**config.mk**
```make
export PLATFORM = sky130hd
export DESIGN_NAME = bcd_seq_conv
export DESIGN_NICKNAME = d
export VERILOG_FILES = /design/src/rtl/bcd_conv_pkg.sv /design/src/rtl/bcd_digit_adj.sv /design/src/rtl/bcd_adj_array.sv /design/src/rtl/bcd_step_ctr.sv /design/src/rtl/bcd_seq_conv.sv
export SDC_FILE = /design/constraint.sdc
export NUM_CORES = 1
export LEC_CHECK = 0
export BUFFER_PORTS_ARGS = -buffer_cell sky130_fd_sc_hd__clkbuf_2
export CAP_MARGIN = 20
export CORE_AREA = 2 2 59 61
export DETAILED_ROUTE_END_ITERATION = 7
export DIE_AREA = 0 0 61 63
export GPL_TIMING_DRIVEN = 0
export HOLD_SLACK_MARGIN = 0.05
export PLACE_DENSITY = 0.7
export SYNTH_ARGS = -nofsm -noshare
export SYNTH_HDL_FRONTEND = slang
export SYNTH_SLANG_ARGS = --single-unit
```
**constraint.sdc**
```tcl
create_clock -name clk -period 1.4 [get_ports clk]
set_input_delay 0.07 -clock clk [delete_from_list [all_inputs] [get_ports clk]]
set_output_delay 0.07 -clock clk [all_outputs]
set_load 0.02 [all_outputs]
```
**src/rtl/bcd_conv_pkg.sv**
```systemverilog
package bcd_conv_pkg;

    typedef enum logic [1:0] {
        ST_IDLE,
        ST_STEP,
        ST_FINISH
    } conv_state_e;

    // Number of decimal digits needed for 2**w - 1.
    function automatic int dec_digits(input int w);
        longint unsigned m;
        int n;
        m = (longint'(1) << w) - 1;
        n = 0;
        while (m > 0) begin
            m = m / 10;
            n = n + 1;
        end
        if (n == 0) n = 1;
        return n;
    endfunction

    // Largest value the most significant digit can take.
    function automatic int top_digit_max(input int w);
        longint unsigned m;
        int n;
        m = (longint'(1) << w) - 1;
        n = dec_digits(w);
        for (int i = 0; i < n - 1; i++) m = m / 10;
        return int'(m);
    endfunction

    function automatic int top_digit_width(input int w);
        return $clog2(top_digit_max(w) + 1);
    endfunction

    function automatic int out_width(input int w);
        return 4 * (dec_digits(w) - 1) + top_digit_width(w);
    endfunction

endpackage

```
**src/rtl/bcd_digit_adj.sv**
```systemverilog
module bcd_digit_adj (
    input  logic [3:0] d_in,
    output logic [3:0] d_out
);
    always_comb begin
        if (d_in >= 4'd5) d_out = d_in + 4'd3;
        else              d_out = d_in;
    end
endmodule

```
**src/rtl/bcd_adj_array.sv**
```systemverilog
module bcd_adj_array #(
    parameter int WORK_W = 15,
    parameter int NDIG   = 3,
    parameter int TOP_W  = 2,
    parameter int BOFF   = 5
) (
    input  logic [WORK_W-1:0] z_in,
    output logic [WORK_W-1:0] z_out
);
    // Binary part below the digit field is passed straight through.
    generate
        if (BOFF > 0) begin : g_bin
            assign z_out[BOFF-1:0] = z_in[BOFF-1:0];
        end
        for (genvar g = 0; g < NDIG - 1; g++) begin : g_dig
            bcd_digit_adj u_adj (
                .d_in  (z_in [BOFF + 4*g +: 4]),
                .d_out (z_out[BOFF + 4*g +: 4])
            );
        end
        // The top column never reaches 5 before a shift: no correction.
        assign z_out[WORK_W-1 -: TOP_W] = z_in[WORK_W-1 -: TOP_W];
    endgenerate
endmodule

```
**src/rtl/bcd_step_ctr.sv**
```systemverilog
module bcd_step_ctr #(
    parameter int STEPS = 5,
    localparam int CW   = $clog2(STEPS) + 1
) (
    input  logic clk,
    input  logic rst,
    input  logic load,
    input  logic dec,
    output logic last
);
    logic [CW-1:0] cnt_q;

    always_ff @(posedge clk) begin
        if (rst)                 cnt_q <= '0;
        else if (load)           cnt_q <= CW'(STEPS - 1);
        else if (dec && cnt_q != '0) cnt_q <= cnt_q - 1'b1;
    end

    assign last = (cnt_q == '0);
endmodule

```
**src/rtl/bcd_seq_conv.sv**
```systemverilog
module bcd_seq_conv
    import bcd_conv_pkg::*;
#(
    parameter int  BIN_W = 8,
    localparam int OUT_W = out_width(BIN_W)
) (
    input  logic             clk,
    input  logic             rst,
    input  logic             start,
    input  logic [BIN_W-1:0] bin_in,
    output logic             busy,
    output logic             done,
    output logic [OUT_W-1:0] bcd_out
);
    localparam int NDIG   = dec_digits(BIN_W);
    localparam int TOP_W  = top_digit_width(BIN_W);
    localparam int STEPS  = BIN_W - 3;
    localparam int BOFF   = BIN_W - 3;
    localparam int WORK_W = OUT_W + BOFF;

    conv_state_e state_q, state_d;
    logic [WORK_W-1:0] z_q, z_adj;
    logic [OUT_W-1:0]  bcd_q;
    logic              done_q;
    logic              take, step_last;

    assign take = (state_q == ST_IDLE) && start;

    // State register
    always_ff @(posedge clk) begin
        if (rst) state_q <= ST_IDLE;
        else     state_q <= state_d;
    end

    // Next-state logic
    always_comb begin
        state_d = state_q;
        unique case (state_q)
            ST_IDLE:   if (start)     state_d = ST_STEP;
            ST_STEP:   if (step_last) state_d = ST_FINISH;
            ST_FINISH:                state_d = ST_IDLE;
            default:                  state_d = ST_IDLE;
        endcase
    end

    bcd_step_ctr #(.STEPS(STEPS)) u_ctr (
        .clk  (clk),
        .rst  (rst),
        .load (take),
        .dec  (state_q == ST_STEP),
        .last (step_last)
    );

    bcd_adj_array #(
        .WORK_W (WORK_W),
        .NDIG   (NDIG),
        .TOP_W  (TOP_W),
        .BOFF   (BOFF)
    ) u_arr (
        .z_in  (z_q),
        .z_out (z_adj)
    );

    // Working register: loaded pre-shifted by three, then correct-and-shift.
    always_ff @(posedge clk) begin
        if (rst)                     z_q <= '0;
        else if (take)               z_q <= {{(WORK_W-BIN_W){1'b0}}, bin_in};
        else if (state_q == ST_STEP) z_q <= {z_adj[WORK_W-2:0], 1'b0};
    end

    // Output process
    always_ff @(posedge clk) begin
        if (rst) begin
            bcd_q  <= '0;
            done_q <= 1'b0;
        end else begin
            done_q <= (state_q == ST_FINISH);
            if (state_q == ST_FINISH) bcd_q <= z_q[WORK_W-1 -: OUT_W];
        end
    end

    assign busy    = (state_q != ST_IDLE);
    assign done    = done_q;
    assign bcd_out = bcd_q;
endmodule

```
=== Yosys cells after proc, flatten, opt, wreduce, memory -nomap -nowiden ===
Index checks and enable logic that the tools add are counted.
W data, S select, Z words.

* Register bits: 32
* Bits of input ports: 11
* Output and inout port bits: 12
* Word-level logic and storage cells: 35

* $add $sub $neg: 3
* Magnitude comparators: 2
* Equality and inequality tests: 4
* Multiplexer cells: 9
* Reduce and logical (&&, ||, !) cells: 10

{| class="wikitable"
|+ Operators with widths
! kind !! number
|-
| $mux W8 || 2
|-
| $add A4 B2 Y4 const B || 2
|-
| $ge A4 B3 Y1 const B || 2
|-
| $mux W4 || 2
|-
| $mux W3 || 2
|-
| $reduce_bool A2 Y1 || 3
|-
| $logic_not A4 Y1 || 1
|-
| $mux W2 || 2
|-
| $ne A2 B2 Y1 const B || 2
|-
| $pmux W2 S2 || 1
|-
| $reduce_bool A4 Y1 || 1
|-
| $sub A4 B1 Y4 const B || 1
|-
| $eq A2 B1 Y1 const B || 1
|-
| $eq A2 B2 Y1 const B || 1
|-
| $logic_and A1 B1 Y1 || 2
|-
| $logic_not A2 Y1 || 1
|-
| $reduce_and A2 Y1 || 1
|-
| $reduce_or A2 Y1 || 1
|}

=== Depth between registers and ports, before layout ===
Gate-level depths: netlist of the first run.

* Depth in word-level cells: 4
* Depth in mapped cells: 6
* Depth with buffers taken out: 6

=== Modules after synthesis ===
Synthesis of the first run repeated with hierarchy kept, for this count alone.

* Cell total of the unflattened synthesis: 181
* Area total of the unflattened synthesis: 1526.5 µm²

{| class="wikitable"
|+ By module, submodules not included
! module !! instances !! cells each !! area an instance (µm²) !! sequential area each (µm²)
|-
| bcd_seq_conv || 1 || 116 || 1052.3 || 560.5
|-
| bcd_step_ctr || 1 || 26 || 219.0 || 80.1
|-
| bcd_digit_adj || 2 || 16 || 101.3 || 0.0
|-
| bcd_adj_array || 1 || 7 || 52.6 || 0.0
|}

=== Least setup slack after synthesis of the first run ===
OpenSTA, ideal clock, no wires.

* Kind: reg-to-reg
* From: register z_q[10]
* To: register z_q[11]
* Setup time: 0.092 ns
* Arrival: 1.401 ns
* Data required time: 1.308 ns
* Path slack: -0.093 ns
* Stages on the path, launching flop included: 7
* Buffers on the path: 0
* Period minus slack after synthesis: 1.493 ns
* Cell sequence: dfxtp_1 > inv_1 > ha_1 > nand2b_1 > a21oi_1 > mux2_1 > o32ai_1

* Longest elaborated chain between the ends: 2
* Elaborated cells between the ends (all ways): 3
* Those cells by class: add/sub (1); order compare (1); mux (1)

{| class="wikitable"
|+ Ends and longest elaborated chain
! element !! RTL line !! text
|-
| start, declared || bcd_seq_conv.sv:22 || <nowiki>logic [WORK_W-1:0] z_q, z_adj;</nowiki>
|-
| start signal, assigned || bcd_seq_conv.sv:67 || <nowiki>else if (take) z_q <= {{(WORK_W-BIN_W){1'b0}}, bin_in};</nowiki>
|-
| start signal, assigned || bcd_seq_conv.sv:68 || <nowiki>else if (state_q == ST_STEP) z_q <= {z_adj[WORK_W-2:0], 1'b0};</nowiki>
|-
| $add A4 B2 Y4 / $ge A4 B3 Y1 (equally long branches) || bcd_digit_adj.sv:6 || <nowiki>if (d_in >= 4'd5) d_out = d_in + 4'd3;</nowiki>
|-
| $mux W4 (*) || bcd_digit_adj.sv:6 ||
|}

Every way passes the cells marked *; elsewhere a longest branch is shown, timed or not.
A chain may end at the register's enable or synchronous reset.

=== Worst setup path after layout of the first run ===
Ends and elaborated chain as after synthesis.

==> out/results.tsv, run 1 <==
metric	value	unit
r2r-start	z_q[10]	
yosys_warnings	0	
grt_start_max_net_pins	11	
drt-wirelength-per-cell	13.0	microns
drv_slew	0	
synth_edf_count	0	
hold_viol_final	0	
reg2regPathDepth	6	
violations	negative setup slack	
dieHeight	63	microns
cts.sinks	32	
rsz0062_at_grt	true	
slew-limit-headroom	65.3	%
cp_max_fo	4	
layout_min_cycle_time	1430	ps
vias_per_cell	5.12	
cp-startpoint	z_q[10]	
mostFrequentLayoutCell	nand2_1	
end_kind	register	
core	0.00323	sq mm
dp_hpwl	2.33	mm
cts_buffers	5	
yosysTopAreaCell	dfxtp_1	
cts.reportedPaths.clkPinSlew	100	ps
final_cell_mix	nand2_1 (28), dfxtp_1 (25), clkbuf_2 (22)	
slowest_stage	dfxtp_2	
finalSetupViolations	1	
critPathKind	register to register	
final_antenna_net_count	0	
initialDrtViolationCount	67	
clock_latency	350	ps
antenna_cells	0	
cts_root_buf	clkbuf_4	
path_cells	inv_4 -> ha_4 -> nand2b_4 -> a21oi_4 -> mux2_4 -> o32ai_2	
wl	3.47	mm
area_growth	34.3	%
start_util	45.4	%
synth_area	0.00147	sq mm
core.rowCount	21	
finClkSkew	9.59	ps
cp.arrival	1700	ps
min_path_cells	3	
worst_setup_path_start_kind	register	
gp_congestion	0.827	
grt_pass1_wl	5.66	mm
synth_top_area_share	43.7	%
layoutNonFillerInstCount	267	
outcome	finished with violations	
antenna_found_initial	0	
layout-drive-gt1-share	37.1	%
rrSetupSlack	-30	ps
peakVddDrop	604	uV
nets	237	
drc	0	
ys.flop_type	dfxtp_1	
syn_area_per_cell	8.28	sq um
cp_slowest_stage_delay	360	ps
cts_tree	built	
overflow	0	
worst_pin_slew	521	ps
htreeDepth	2	
fmax	0.700	GHz
dp_cells	244	
synth_cells	177	
timing.final.ws_setup	-28.8	ps
endpoint	z_q[11]	
chipWidth	61	microns
clk_path_buf_depth	2	
die_area	0.00384	sq mm
grt_pass1_vias	1264	
dr_total_vias	1368	
post_synth_num_cell_types	39	
pre_cts_slack	-110	ps
grt_use_total	20.1	%
io_pins	23	
power_density	1000	mW/mm^2
drt_pass1_iterations	4	
maxCapViolCount	0	
worstPathRequired	1670	ps
synthTopCellsByArea	dfxtp_1 (44%), nand2_1 (7.4%), a21oi_1 (7.2%)	
hold_path.class	primary input to register	
leakagePower	0.748	nW
ys_seq_elements	32	
r2r_end	z_q[11]	
synth.yosys.seq_area_share	43.7	%
async_reset_ff_share	0	%
io_buffers	21	
period_share	102	%
synth_nets	194	
worst min path at each step:
| stage | slack (ps) | start | endpoint |
|---|---|---|---|
| floorplan | 240 | bin_in[0] | z_q[0] |
| global placement | 350 | bin_in[0] | z_q[0] |
| detailed placement | 380 | bin_in[0] | z_q[0] |
| CTS | 50 | bin_in[1] | z_q[1] |
| global route | 70 | bin_in[6] | z_q[6] |
| finish | 50 | bin_in[5] | z_q[5] |
worst max-delay path, delay by kind of cell, from the launching register on:
kind | cells | cell delay (ps)
flip-flops | 1 | 360
buffers and inverters | 1 | 50
AO/OA/AOI/OAI | 2 | 320
adder cells (fa/ha/maj) | 1 | 140
multiplexers | 1 | 320
AND/OR/NAND/NOR | 1 | 160
cells by family (layout without fill, tap and decap cells):
| kind of cell | after synthesis | count (layout) | synth area share [%] |
|---|---|---|---|
| simple gates | 69 | 69 | 22.2 |
| flops | 32 | 32 | 43.7 |
| mux | 2 | 2 | 1.45 |
| buf+inv | 19 | 63 | 6.06 |
| compound gates | 47 | 47 | 20.3 |
| fa+ha+maj | 6 | 6 | 5.12 |
| xor+xnor | 2 | 2 | 1.19 |
stage by stage:
| stage | total power, W | instance area (sq um) | TNS [ps] | utilization, % | hold WS [ps] |
|---|---|---|---|---|---|
| floorplan | 0.00123 | 1500 | 0 | - | 242 |
| global placement | 0.00130 | 1660 | -315 | 51.3 | 348 |
| detailed placement | 0.00131 | 1660 | -524 | 51.3 | 377 |
| CTS | 0.00194 | 1890 | -85.3 | 58.3 | 54.6 |
| global route | 0.00207 | 1970 | -178 | 60.9 | 73.4 |
| finish | 0.00197 | 1970 | -28.8 | 60.9 | 51.1 |
power by group:
group / switching (W) / internal, W / leakage [nW] / total [W]
Combinational: 0.000211 / 0.000188 / 0.453 / 0.000399
Sequential: 0.0000440 / 0.000955 / 0.264 / 0.000999
Clock: 0.000329 / 0.000245 / 0.0315 / 0.000575
Total: 0.000584 / 0.00139 / 0.748 / 0.00197
cell type report:
| type | count | area (sq um) |
|---|---|---|
| Buffer | 9 | 53.8 |
| Clock buffer | 7 | 55.1 |
| Clock inverter | 1 | 7.51 |
| Fill cell | 299 | 1260 |
| Inverter | 10 | 45.0 |
| Multi-Input combinational cell | 126 | 868 |
| Sequential cell | 32 | 654 |
| Tap cell | 46 | 57.6 |
| Timing Repair Buffer | 36 | 228 |
state kept, by name, summed over array words and instances (netlist names):
signal / cells
z_q: 15
bcd_out: 10
u_ctr.cnt_q: 4
state_q: 2
done: 1
cell usage after synthesis (all sizes together), types with 2 or more instances:
cell type,number
xnor2,2
buf,8
nand3,3
a211oi,7
nand2b,5
a21oi,21
o22ai,5
nor3b,3
nand2,29
a31oi,2
nor2,18
o21ai,5
a32oi,2
nor3,4
inv,10
ha,6
dfxtp,32
metal layers:
metal	vias up	global-route usage [%]	wire, microns
li1	702	-	-
met1	627	26.0	1620
met2	32	29.3	1640
met3	7	8.70	158
met4	0	7.34	56
met5	-	0	0
repair_timing:
action | CTS | global route
hold buffers | 4 | 0
buffers inserted | 8 | 3
setup endpoints to repair | 8 | 12
pin swaps | 4 | 5
gates resized for setup | 20 | 17
hold endpoints to repair | 4 | 0
(Power assumes the default switching activity.)
==> run 2, diff against run 1 <==
--- a/config.mk
+++ b/config.mk
@@ -12,7 +12,7 @@
 export DIE_AREA = 0 0 61 63
 export GPL_TIMING_DRIVEN = 0
 export HOLD_SLACK_MARGIN = 0.05
-export PLACE_DENSITY = 0.7
+export PLACE_DENSITY = 0.81
 export SYNTH_ARGS = -nofsm -noshare
 export SYNTH_HDL_FRONTEND = slang
 export SYNTH_SLANG_ARGS = --single-unit
==> out/results.tsv, run 2 (same netlist as run 1, synthesis figures left out) <==
metric	value	unit	change
drt_pass1_iterations	4		unchanged
io_pins	23		unchanged
cp.arrival	1720	ps	was 1700 ps
regMostFlops	z_q		unchanged
endpoint	z_q[11]		unchanged
worstPathRequired	1650	ps	was 1670 ps
finClkSkew	9.66	ps	was 9.59 ps
drt-wirelength-per-cell	13.0	microns	about the same
clock_latency	340	ps	was 350 ps
grt_use_total	19.5	%	was 20.1%
nets	231		was 237
slew-limit-headroom	66.6	%	was 65.3%
end_kind	register		unchanged
htreeDepth	2		unchanged
antenna_found_initial	0		unchanged
r2r_end	z_q[11]		unchanged
worst_setup_path_start_kind	register		unchanged
dp_hpwl	2.18	mm	was 2.33 mm
layout_min_cycle_time	1470	ps	was 1430 ps
grt_start_max_net_pins	11		unchanged
chipWidth	61	microns	unchanged
period_share	105	%	was 102%
dpl_cell_area	0.00166	sq mm	unchanged
antenna_cells	0		unchanged
power.switching	0.000586	W	was 0.000584 W
start_util	45.4	%	unchanged
met1_usage	25.1	%	was 26.0%
grt_pass1_vias	1244		was 1,264
cts.sinks	32		unchanged
drc	0		unchanged
maxCapViolCount	0		unchanged
total_power	0.00196	W	was 0.00197 W
clk_path_buf_depth	2		unchanged
cts.reportedPaths.clkPinSlew	100	ps	about the same
overflow	0		unchanged
core	0.00323	sq mm	unchanged
dr_total_vias	1340		was 1,368
cts_tree	built		unchanged
rrSetupSlack	-70	ps	was -30 ps
p_comb_share	20.0	%	was 20.2%
cts_buffers	5		unchanged
stdcell_area	0.00193	sq mm	was 0.00197 sq mm
p_sw_share	29.9	%	was 29.6%
mostFrequentLayoutCell	nand2_1		unchanged
power_density	1020	mW/mm^2	was 1000 mW/mm^2
largest_register_ffs	15		unchanged
layout-drive-gt1-share	36.7	%	was 37.1%
violations	negative setup slack		unchanged
finalSetupViolations	2		was 1
cp_max_fo	4		unchanged
gp_congestion	0.820		was 0.827
cts_root_buf	clkbuf_4		unchanged
min_path_cells	3		unchanged
reg2regPathDepth	6		unchanged
timing.final.ws_setup	-70.0	ps	was -28.8 ps
initialDrtViolationCount	56		was 67
leakagePower	0.727	nW	was 0.748 nW
final_antenna_net_count	0		unchanged
wl	3.40	mm	was 3.47 mm
area_growth	31.5	%	was 34.3%
worst_pin_slew	501	ps	was 521 ps
hold_viol_final	0		unchanged
final_cell_mix	nand2_1 (29), dfxtp_1 (25), clkbuf_2 (22)		was nand2_1 (28), dfxtp_1 (25), clkbuf_2 (22)
use_met2	28.0	%	was 29.3%
pwr-share-seq	51.0	%	was 50.6%
met3_usage	5.59	%	was 8.70%
outcome	finished with violations		unchanged
die_area	0.00384	sq mm	unchanged
r2r-start	z_q[10]		unchanged
hold_path.class	primary input to register		unchanged
top_usage_layer	met2		unchanged
dieHeight	63	microns	unchanged
p_int	0.00137	W	was 0.00139 W
cp-startpoint	z_q[10]		unchanged
core.rowCount	21		unchanged
io_buffers	21		unchanged
peakVddDrop	589	uV	was 604 uV
clkPwrFrac	29.0	%	was 29.1%
rsz0062_at_grt	true		unchanged
fmax	0.680	GHz	was 0.700 GHz
critPathKind	register to register		unchanged
drv_slew	0		unchanged
grt_pass1_wl	5.59	mm	was 5.66 mm
vias_per_cell	5.13		was 5.12
==> run 2: changes by cell type in the layout (fill, tap and decap cells not counted), sizes merged <==
cell      previous run  this run
buf                 18        12
clkinv               0         2
clkbuf              30        29
clkinvlp             1         0
==> run 2: per-stage QoR <==
| stage | hold WS, ps | util, % | setup WS, ps | TNS, ps | std cells |
|---|---|---|---|---|---|
| after detailed placement | 355 | 51.3 | -133 | -465 | 244 |
| final | 61.4 | 59.7 | -70.0 | -72.4 | 261 |
| after global routing | 86.5 | 59.7 | -123 | -298 | 261 |
| after CTS | 56.9 | 56.8 | -84.4 | -84.4 | 261 |
| after global placement | 346 | 51.3 | -89.3 | -312 | 244 |
| after floorplan | 242 | - | 6.82 | 0 | 177 |
==> run 2: timing repair <==
item	4_1_cts	5_1_grt
hold endpoints to repair	4	0
setup endpoints to repair	9	21
resized for setup	17	22
pin swaps	2	1
buffers inserted	5	0
hold buffers	4	0
==> run 2: power by group through the flow <==
stage                     logic [W]  registers, W  clock network (W)
after floorplan            0.000229       0.00100                  0
after global placement     0.000294       0.00101                  0
after detailed placement   0.000300       0.00101                  0
after CTS                  0.000351      0.000990           0.000578
after global routing       0.000436       0.00101           0.000632
final                      0.000392      0.000999           0.000567
==> run 2: layout make-up <==
type,count,area [sq um]
timing repair buffer,30,183
buffer,9,53.8
clock inverter,2,10.0
clock buffer,6,51.3
tap,46,57.6
sequential,32,652
inverter,10,45.0
fill,275,1300
multi-input combinational,126,876
==> run 2: how the worst min path moves through the flow <==
stage                          from      to  slack [ps]
after floorplan           bin_in[0]  z_q[0]         240
after global placement    bin_in[0]  z_q[0]         350
after detailed placement  bin_in[0]  z_q[0]         360
after CTS                 bin_in[2]  z_q[2]          60
after global routing      bin_in[6]  z_q[6]          90
final                     bin_in[1]  z_q[1]          60
==> run 2: routing by layer <==
layer / vias up / part of all wire [%]
met4: 0 / 1.8
met3: 6 / 3.7
met1: 615 / 46
met2: 30 / 48
li1: 689 / -
met5: - / 0
==> run 2: critical path: stages, from the launching register on <==
cell,delay [ps]
dfxtp_2,370
inv_4,50
ha_2,160
nand2b_4,150
a21oi_2,140
mux2_4,320
o32ai_2,200
